[config.mk]
export PLATFORM = sky130hd
export DESIGN_NAME = mdio_mgmt_ctrl
export DESIGN_NICKNAME = d
export VERILOG_FILES = /design/src/rtl/mdio_pkg.sv /design/src/rtl/mdio_clkgen.sv /design/src/rtl/mdio_shifter.sv /design/src/rtl/mdio_mgmt_ctrl.sv
export SDC_FILE = /design/constraint.sdc
export NUM_CORES = 1
export LEC_CHECK = 0
export ABC_AREA = 1
export BUFFER_PORTS_ARGS = -buffer_cell sky130_fd_sc_hd__buf_2
export CORE_ASPECT_RATIO = 2
export CORE_UTILIZATION = 53
export CTS_BUF_LIST = sky130_fd_sc_hd__clkbuf_16
export DETAILED_ROUTE_END_ITERATION = 10
export PLACE_DENSITY = 0.76
export SKIP_LAST_GASP = 1
export SLEW_MARGIN = 20
export SYNTH_ARGS = -nofsm -noshare
export SYNTH_HDL_FRONTEND = slang
export SYNTH_SLANG_ARGS = --single-unit
export TNS_END_PERCENT = 10
[constraint.sdc]
create_clock -name clk -period 2.3 [get_ports clk]
set_input_delay 0.23 -clock clk [delete_from_list [all_inputs] [get_ports clk]]
set_output_delay 0.23 -clock clk [all_outputs]
set_load 0.05 [all_outputs]
[src/rtl/mdio_pkg.sv]
package mdio_pkg;

    localparam int PHY_AW      = 5;
    localparam int PHY_N       = 1 << PHY_AW;
    localparam int FRAME_BITS  = 64;
    localparam int TA_FIRST    = 46;
    localparam int ACK_POS     = 47;
    localparam int DATA_FIRST  = 48;
    localparam int CNT_W       = $clog2(FRAME_BITS);

    localparam logic [1:0] ADDR_CTRL  = 2'd0;
    localparam logic [1:0] ADDR_CMD   = 2'd1;
    localparam logic [1:0] ADDR_ALIVE = 2'd2;

    localparam int CTRL_IDLE  = 31;
    localparam int CTRL_EN    = 30;
    localparam int CTRL_FAULT = 19;
    localparam int CTRL_FEN   = 18;

    typedef struct packed {
        logic              go;
        logic              wr;
        logic              ack;
        logic [2:0]        rsv;
        logic [PHY_AW-1:0] regad;
        logic [PHY_AW-1:0] phy;
        logic [15:0]       data;
    } cmd_t;

    function automatic logic [FRAME_BITS-1:0] build_frame(
        input logic              is_wr,
        input logic [PHY_AW-1:0] phy,
        input logic [PHY_AW-1:0] regad,
        input logic [15:0]       data
    );
        return {32'hFFFF_FFFF, 2'b01, (is_wr ? 2'b01 : 2'b10), phy, regad,
                (is_wr ? 2'b10 : 2'b11), (is_wr ? data : 16'hFFFF)};
    endfunction

endpackage

[src/rtl/mdio_clkgen.sv]
module mdio_clkgen #(
    parameter int DIV_W = 8
) (
    input  logic             clk,
    input  logic             rst,
    input  logic             en,
    input  logic [DIV_W-1:0] div,
    output logic             mdc,
    output logic             fall_ev,
    output logic             rise_ev
);
    logic [DIV_W-1:0] cnt_q;
    logic [DIV_W-1:0] eff;
    logic [DIV_W:0]   half;
    logic [DIV_W:0]   cnt_nxt;

    always_comb begin
        eff     = (div == '0) ? DIV_W'(1) : div;
        half    = ({1'b0, eff} + 1'b1) >> 1;
        cnt_nxt = {1'b0, cnt_q} + 1'b1;
        fall_ev = en && (cnt_q >= eff);
        rise_ev = en && !fall_ev && (cnt_nxt == half);
    end

    always_ff @(posedge clk) begin
        if (rst || !en) begin
            cnt_q <= '0;
            mdc   <= 1'b0;
        end else if (fall_ev) begin
            cnt_q <= '0;
            mdc   <= 1'b0;
        end else begin
            cnt_q <= cnt_nxt[DIV_W-1:0];
            if (rise_ev) mdc <= 1'b1;
        end
    end
endmodule

[src/rtl/mdio_shifter.sv]
module mdio_shifter
    import mdio_pkg::*;
(
    input  logic              clk,
    input  logic              rst,
    input  logic              fall_ev,
    input  logic              rise_ev,
    input  logic              start,
    input  logic              is_wr,
    input  logic [PHY_AW-1:0] phy,
    input  logic [PHY_AW-1:0] regad,
    input  logic [15:0]       wdata,
    input  logic              mdio_in,
    output logic              busy,
    output logic              done,
    output logic              ack,
    output logic [15:0]       rdata,
    output logic              mdio_out,
    output logic              mdio_oe
);
    logic [FRAME_BITS-1:0] frame_q;
    logic [CNT_W-1:0]      bit_q;
    logic [CNT_W-1:0]      nidx;
    logic                  started_q;
    logic                  wr_q;

    assign nidx = bit_q + 1'b1;
    assign done = busy && started_q && fall_ev && (bit_q == CNT_W'(FRAME_BITS-1));

    always_ff @(posedge clk) begin
        if (rst) begin
            busy      <= 1'b0;
            started_q <= 1'b0;
            bit_q     <= '0;
            frame_q   <= '0;
            wr_q      <= 1'b0;
            ack       <= 1'b0;
            rdata     <= '0;
            mdio_out  <= 1'b1;
            mdio_oe   <= 1'b0;
        end else if (!busy) begin
            if (start) begin
                busy      <= 1'b1;
                started_q <= 1'b0;
                bit_q     <= '0;
                wr_q      <= is_wr;
                ack       <= 1'b0;
                frame_q   <= build_frame(is_wr, phy, regad, wdata);
            end
        end else if (fall_ev) begin
            if (!started_q) begin
                started_q <= 1'b1;
                mdio_out  <= frame_q[FRAME_BITS-1];
                mdio_oe   <= 1'b1;
            end else if (done) begin
                busy      <= 1'b0;
                started_q <= 1'b0;
                mdio_out  <= 1'b1;
                mdio_oe   <= 1'b0;
            end else begin
                bit_q    <= nidx;
                mdio_out <= frame_q[CNT_W'(FRAME_BITS-1) - nidx];
                mdio_oe  <= wr_q || (nidx < CNT_W'(TA_FIRST));
            end
        end else if (rise_ev && started_q && !wr_q) begin
            if (bit_q == CNT_W'(ACK_POS))
                ack <= !mdio_in;
            else if (bit_q >= CNT_W'(DATA_FIRST))
                rdata <= {rdata[14:0], mdio_in};
        end
    end
endmodule

[src/rtl/mdio_mgmt_ctrl.sv]
module mdio_mgmt_ctrl
    import mdio_pkg::*;
#(
    parameter int DIV_W = 8
) (
    input  logic        clk,
    input  logic        rst,
    input  logic        bus_wr,
    input  logic [1:0]  bus_addr,
    input  logic [31:0] bus_wdata,
    output logic [31:0] bus_rdata,
    output logic        mdc,
    output logic        mdio_out,
    output logic        mdio_oe,
    input  logic        mdio_in
);
    cmd_t             cmd_q;
    logic [DIV_W-1:0] div_q;
    logic             en_q;
    logic             fault_q;
    logic             fen_q;
    logic [PHY_N-1:0] alive_q;

    logic        fall_ev, rise_ev;
    logic        sh_busy, sh_done, sh_ack, sh_start;
    logic [15:0] sh_rdata;
    logic        wr_ctrl, wr_cmd;

    assign wr_ctrl  = bus_wr && (bus_addr == ADDR_CTRL);
    assign wr_cmd   = bus_wr && (bus_addr == ADDR_CMD) && !cmd_q.go;
    assign sh_start = cmd_q.go && en_q && !sh_busy;

    mdio_clkgen #(.DIV_W(DIV_W)) u_clk (
        .clk(clk), .rst(rst), .en(en_q), .div(div_q),
        .mdc(mdc), .fall_ev(fall_ev), .rise_ev(rise_ev)
    );

    mdio_shifter u_shift (
        .clk(clk), .rst(rst), .fall_ev(fall_ev), .rise_ev(rise_ev),
        .start(sh_start), .is_wr(cmd_q.wr), .phy(cmd_q.phy),
        .regad(cmd_q.regad), .wdata(cmd_q.data), .mdio_in(mdio_in),
        .busy(sh_busy), .done(sh_done), .ack(sh_ack), .rdata(sh_rdata),
        .mdio_out(mdio_out), .mdio_oe(mdio_oe)
    );

    always_ff @(posedge clk) begin
        if (rst) begin
            cmd_q   <= '0;
            div_q   <= '0;
            en_q    <= 1'b0;
            fault_q <= 1'b0;
            fen_q   <= 1'b0;
            alive_q <= '0;
        end else begin
            if (wr_ctrl) begin
                div_q <= bus_wdata[DIV_W-1:0];
                en_q  <= bus_wdata[CTRL_EN];
                fen_q <= bus_wdata[CTRL_FEN];
                if (bus_wdata[CTRL_FAULT]) fault_q <= 1'b0;
            end
            if (wr_cmd) begin
                cmd_q     <= cmd_t'(bus_wdata);
                cmd_q.ack <= 1'b0;
                cmd_q.rsv <= '0;
            end
            if (sh_done) begin
                cmd_q.go <= 1'b0;
                if (cmd_q.wr) begin
                    cmd_q.ack <= 1'b0;
                end else begin
                    cmd_q.ack  <= sh_ack;
                    cmd_q.data <= sh_ack ? sh_rdata : 16'hFFFF;
                    if (sh_ack) alive_q[cmd_q.phy] <= 1'b1;
                    else if (fen_q) fault_q <= 1'b1;
                end
            end
        end
    end

    always_comb begin
        bus_rdata = '0;
        unique case (bus_addr)
            ADDR_CTRL: begin
                bus_rdata[CTRL_IDLE]  = !cmd_q.go;
                bus_rdata[CTRL_EN]    = en_q;
                bus_rdata[CTRL_FAULT] = fault_q;
                bus_rdata[CTRL_FEN]   = fen_q;
                bus_rdata[DIV_W-1:0]  = div_q;
            end
            ADDR_CMD:   bus_rdata = cmd_q;
            ADDR_ALIVE: bus_rdata = alive_q;
            default:    bus_rdata = '0;
        endcase
    end
endmodule

# Yosys cells after proc, flatten, opt, wreduce, memory -nomap -nowiden
# Index checks and enable logic that the tools add are counted.
# Widths: inputs -> output; s select.
word_totals:
  register_bits: 140
  inputBits: 38
  word_cells: 129
classes:
  addsub: 4
  order_cmp: 6
  eq_ne: 11
  n_mux: 46
  bitwise_logic: 5
  reduce_logical: 35
ops:
  columns: ["op", "count"]
  rows:
  - ["$mux 16", 4]
  - ["$pmux 10 s2", 2]
  - ["$or 32x32->32", 1]
  - ["$mux 30", 1]
  - ["$mux 6", 5]
  - ["$mux 1", 27]
  - ["$pmux 8 s3", 1]
  - ["$add 8x1->9 const B", 2]
  - ["$logic_and 1x1->1", 14]
  - ["$eq 6x6->1 const B", 2]
  - ["$pmux 2 s3", 2]
  - ["$ne 2x2->1 const B", 5]
  - ["$eq 9x8->1", 1]
  - ["$ge 8x8->1", 1]
  - ["$logic_not 8->1", 1]
  - ["$mux 8", 1]
  - ["$reduce_and 4->1", 2]
  - ["$lt 6x7->1 const B", 1]
  - ["$add 6x1->6 const B", 1]
  - ["$bmux 1 s6", 1]
  - ["$ge 6x6->1 const B", 1]
  - ["$logic_not 1->1", 6]
  - ["$lt 5x6->1 const B", 1]
  - ["$lt 6x6->1 const B", 1]
  - ["15 further kinds", 23]

# Depth between registers and ports, before layout
logic_depth:
  word_depth: 12
  mapped_depth: 17
  mapped_depth_nobuf: 17

# Cells and area by module
# From an unflattened synthesis, not the netlist that was laid out.
hier_totals:
  cells_unflattened: 1055
  area_unflattened_um2: 6946.7
by_module_without_submodules:
  columns: ["module", "n_inst", "cells_each", "area_each_um2", "seq_area_each_um2"]
  rows:
  - ["mdio_mgmt_ctrl", 1, 538, 3460.8, 1441.4]
  - ["mdio_shifter", 1, 354, 2527.4, 1121.1]
  - ["mdio_clkgen", 1, 163, 958.4, 180.2]

# Worst setup path before layout
# OpenSTA, ideal clock, no wires.
synth_timing:
  path_type: "reg2reg"
  from: "register div_q[7]"
  to: "register u_shift.rdata[13]"
  arrival_ns: 2.030
  required_time_ns: 2.184
  slack_ns: 0.154
  stages_incl_launch_ff: 17
  n_path_buf: 1
  synth_period_minus_slack_ns: 2.146
  cell_sequence: "dfxtp_1 > inv_1 > nand2_1 > o31ai_1 > ha_1 > inv_1 > a21oi_1 > o21ai_0 > nand2_1 > nand3_1 > nand2_1 > inv_2 > nor3_1 > nand3_4 > buf_6 > o21ai_0 > nor2_1"
synth_via:
  elab_chain_len: 10
  word_cells_on_any_way: 13
synth_lines:
  columns: ["element", "line", "text"]
  rows:
  - ["from (decl)", "mdio_mgmt_ctrl.sv:18", "logic [DIV_W-1:0] div_q;"]
  - ["from (signal assigned)", "mdio_mgmt_ctrl.sv:56", "div_q <= bus_wdata[DIV_W-1:0];"]
  - ["$logic_not 8->1", "mdio_clkgen.sv:18", "eff = (div == '0) ? DIV_W'(1) : div;"]
  - ["$mux 8 (*)", "mdio_clkgen.sv:18", null]
  - ["parallel branches: the longest is 7 deep, another holds $add 8x1->9", null, null]
  - ["$reduce_and 5->1 (no source line) (*)", null, null]
  - ["to (signal assigned)", "mdio_shifter.sv:69", "rdata <= {rdata[14:0], mdio_in};"]
  - ["to (decl)", "mdio_shifter.sv:17", "output logic [15:0] rdata,"]
# Every way passes the cells marked *.
# A chain may end at the register's enable or synchronous reset.

# Worst setup path in the final report
layout_timing:
  from: "register div_q[5]"
  to: "register u_shift.ack"
layout_via:
  elab_chain_len: 11
  word_cells_on_any_way: 14
layout_lines:
  columns: ["element", "line", "text"]
  rows:
  - ["$logic_not 8->1", "mdio_clkgen.sv:18", null]
  - ["$mux 8 (*)", "mdio_clkgen.sv:18", null]
  - ["parallel branches: the longest is 8 deep, another holds $add 8x1->9", null, null]
  - ["$reduce_and 4->1 (no source line) (*)", null, null]
  - ["to (signal assigned)", "mdio_shifter.sv:67", "ack <= !mdio_in;"]
  - ["to (decl)", "mdio_shifter.sv:16", "output logic ack,"]
# Marks and branches as above.

==> metrics.txt <==
final net count 1,138; final hold viol count 0; TritonCTS Sinks ~140; CTS clk-pin slew, worst paths around 0.060 ns; Pwr Density ~680 mW/mm^2; vias between 6k and 7k; die height 161 um; Synth warnings 0; Hold Path Class in2reg; post-synthesis async set-or-reset flop share 0%; synth top area cells dfxtp_1 41%, nand2_1 14%, o21ai_0 9.7%; residual DRC count 0; Cells on Worst Hold Path 3; Top FF cell, synth dfxtp_1; fin crit share 103%; DPL Wire Length 13,900 um; fin area slightly above 0.008 mm^2; Leakage Power between 3 and 4 nW; total power approximately 5.5 mW; dpl ws -0.150 ns; CTS HTree Levels 4; Sequential Area about 0.0027 mm^2; Mapped Area approximately 0.0067 mm^2; initial antenna violation count 0; Mean Syn Cell Area between 6 and 7 um^2; sequential area share after synthesis between 40% and 50%; die width around 82 um; Post-DRT Antenna Nets 0; Unique masters post-synth 40; fillers 1,160; Clock Latency Late Sink around 0.43 ns; Area Overhead vs Synth 20.5%; fmax ~420 MHz; outcome finished with violations; top cell type's share of synthesized area 40.9%; share of layout cells above drive strength 1 approximately 17%; initial drt markers between 400 and 500; register bit total from synthesis between 100 and 150; vias in the first global route 6,542; violated checks negative setup slack; Period minus WS final about 2.4 ns; CP arrival 2.69 ns; die area roughly 0.013 mm^2; Slew headroom 56.6%; routability congestion estimate between 0.8 and 0.9; endpoints failing setup 44; largest area contributor in the netlist dfxtp_1; Worst setup SP type flip-flop; All-Layer GR Usage a little under a third; CTS root buffer clkbuf_16; initial cell density of the core 54.7%; Post-synth EDFFs 0; CTS Hold Bufs 0; crit path capture type flip-flop; WL per Instance 15.6 um; CORE AREA 0.0123 mm^2; Setup CP Type reg2reg; CTS tree done; Max Slew Vio Count 0; RSZ-0062 raised after global routing true; worst ir drop on vdd ~600 uV; number of max-cap violations 0; Post-DP Area 0.00743 mm^2; Vias/cell 5.50; first-pass GRT wire length 30,600 um; Crit Path Max Fanout 2; multi-input logic area about 0.0033 mm^2; R2R cell count 18; Net Count, Synth ~1.0k; # rows 57; Syn Inst Count just under 1k; gr ovfl total 0; R2R Setup Slk -0.07 ns; I/O pins 73; post-route setup slack -0.0717 ns; worst-margin pin slew between 0.6 and 0.7 ns; Req. time, crit path approximately 2.6 ns; IO Port Bufs around 70; drt first pass iters 5; CTS Buf Count 17; drt total wl a little under 20,000 um; maximum clock insertion buffer count 2; clk_skew roughly 0.012 ns; Ant. Diodes 0; largest net degree at the start of global routing ~70
==> report_power, final <==
part / total [mW] / leakage [nW] / switching (mW) / internal [mW]
clock network: 2.59 / 0.269 / 1.18 / 1.42
logic: 0.438 / 2.14 / 0.288 / 0.149
registers: 2.44 / 1.11 / 0.0353 / 2.41
==> registers in the layout, indices dropped and copies added (netlist names), 6 cells and up <==
name,flops
alive_q,32
cmd_q,29
u_shift.frame_q,29
u_shift.rdata,16
div_q,8
u_clk.cnt_q,8
u_shift.bit_q,6
==> cell families after synthesis <==
family / Yosys count / synth area share (%)
AOI/OAI and AO/OA: 252 / 19.9
buffers and inverters: 171 / 10.0
adders and majority gates: 14 / 2.61
xor gates and xnor gates: 6 / 0.784
and+or+nand+nor: 411 / 25.8
DFF: 137 / 40.9
==> through the flow <==
step / utilization, % / setup TNS [ns] / std cells / hold WS, ns
finish: 65.9 / -1.59 / 1246 / 0.0569
global route: 65.9 / -13.50 / 1246 / 0.0854
CTS: 65.3 / -0.0590 / 1244 / 0.0540
detailed placement: 60.6 / -1.98 / 1210 / 0.445
global placement: 60.6 / -0.969 / 1210 / 0.439
floorplan: - / 0 / 991 / 0.378
==> repair_timing <==
| action | in CTS | in global routing |
|---|---|---|
| pin swaps | 2 | 10 |
| resized for setup | 7 | 22 |
| setup endpoints to repair | 37 | 74 |
| buffers inserted | 2 | 2 |
==> per-layer routing <==
metal  vias to the layer above  global-route usage [%]  routed length [um]
met5                         -                       0                   0
met3                        65                    4.63                 907
li1                       3397                       -                   -
met2                       246                    55.7               10500
met1                      3146                    31.7                7130
met4                         0                    18.9                 984
==> worst max-delay path, cell delays in order, from the launching register on <==
cell,delay [ns]
dfxtp_2,0.33
nor2_2,0.14
nand2_2,0.08
o31ai_2,0.23
ha_2,0.20
inv_2,0.03
a21oi_2,0.10
o21ai_1,0.07
nand2_1,0.09
nand4_1,0.18
nor2_2,0.17
buf_4,0.12
buf_4,0.09
buf_4,0.08
nand4_1,0.08
nand2_1,0.10
nand3_1,0.07
nand2_1,0.07
nor2_1,0.04
==> cell usage after synthesis, types with 3 or more instances <==
library cell    n
a221oi_1        7
clkinv_1        3
dfxtp_1       137
clkbuf_1       33
a21oi_1        86
inv_2           3
nand3_2         3
o21ai_1        11
nand2_1       253
o21ai_0       130
nand4_1        10
inv_1         120
nand3_1        42
buf_6           3
nor3_1         10
o21a_1          7
nor2_1         81
buf_2           6
o211ai_1        3
xor2_1          5
ha_1           14
==> cell type report <==
class	instances	area share, %
multi-input cells	683	41.4
clock buffers	17	5.27
inverters	126	5.85
repair buffers	121	9.60
clock inverters	15	1.63
flip-flops and latches	137	34.0
well taps	147	2.28
==> worst paths after layout <==
kind,to,from
hold / removal,cmd_q[25]$_SDFFE_PP0P_,bus_wdata[25]
hold reg to reg,alive_q[6]$_SDFFE_PP0P_,alive_q[6]$_SDFFE_PP0P_
setup reg to reg,u_shift.ack$_SDFFE_PP0P_,div_q[5]$_SDFFE_PP0P_
setup / recovery,u_shift.ack$_SDFFE_PP0P_,div_q[5]$_SDFFE_PP0P_
==> placed cells by master, fill, tap and decap left out, drive strengths merged, types with 2 or more instances in the layout <==
cell      instances
o21bai            2
buf             121
inv             132
clkbuf           17
nand3b            2
nand3            46
a21oi            86
a31oi             2
dfxtp           137
o21ai           142
nor2             83
ha               14
a221oi            7
o211ai            3
clkinv            7
o21a              7
nand2           254
nand4            11
clkinvlp          2
nor3             12
xor2              5
No activity file was read; power rests on OpenSTA's default activity.
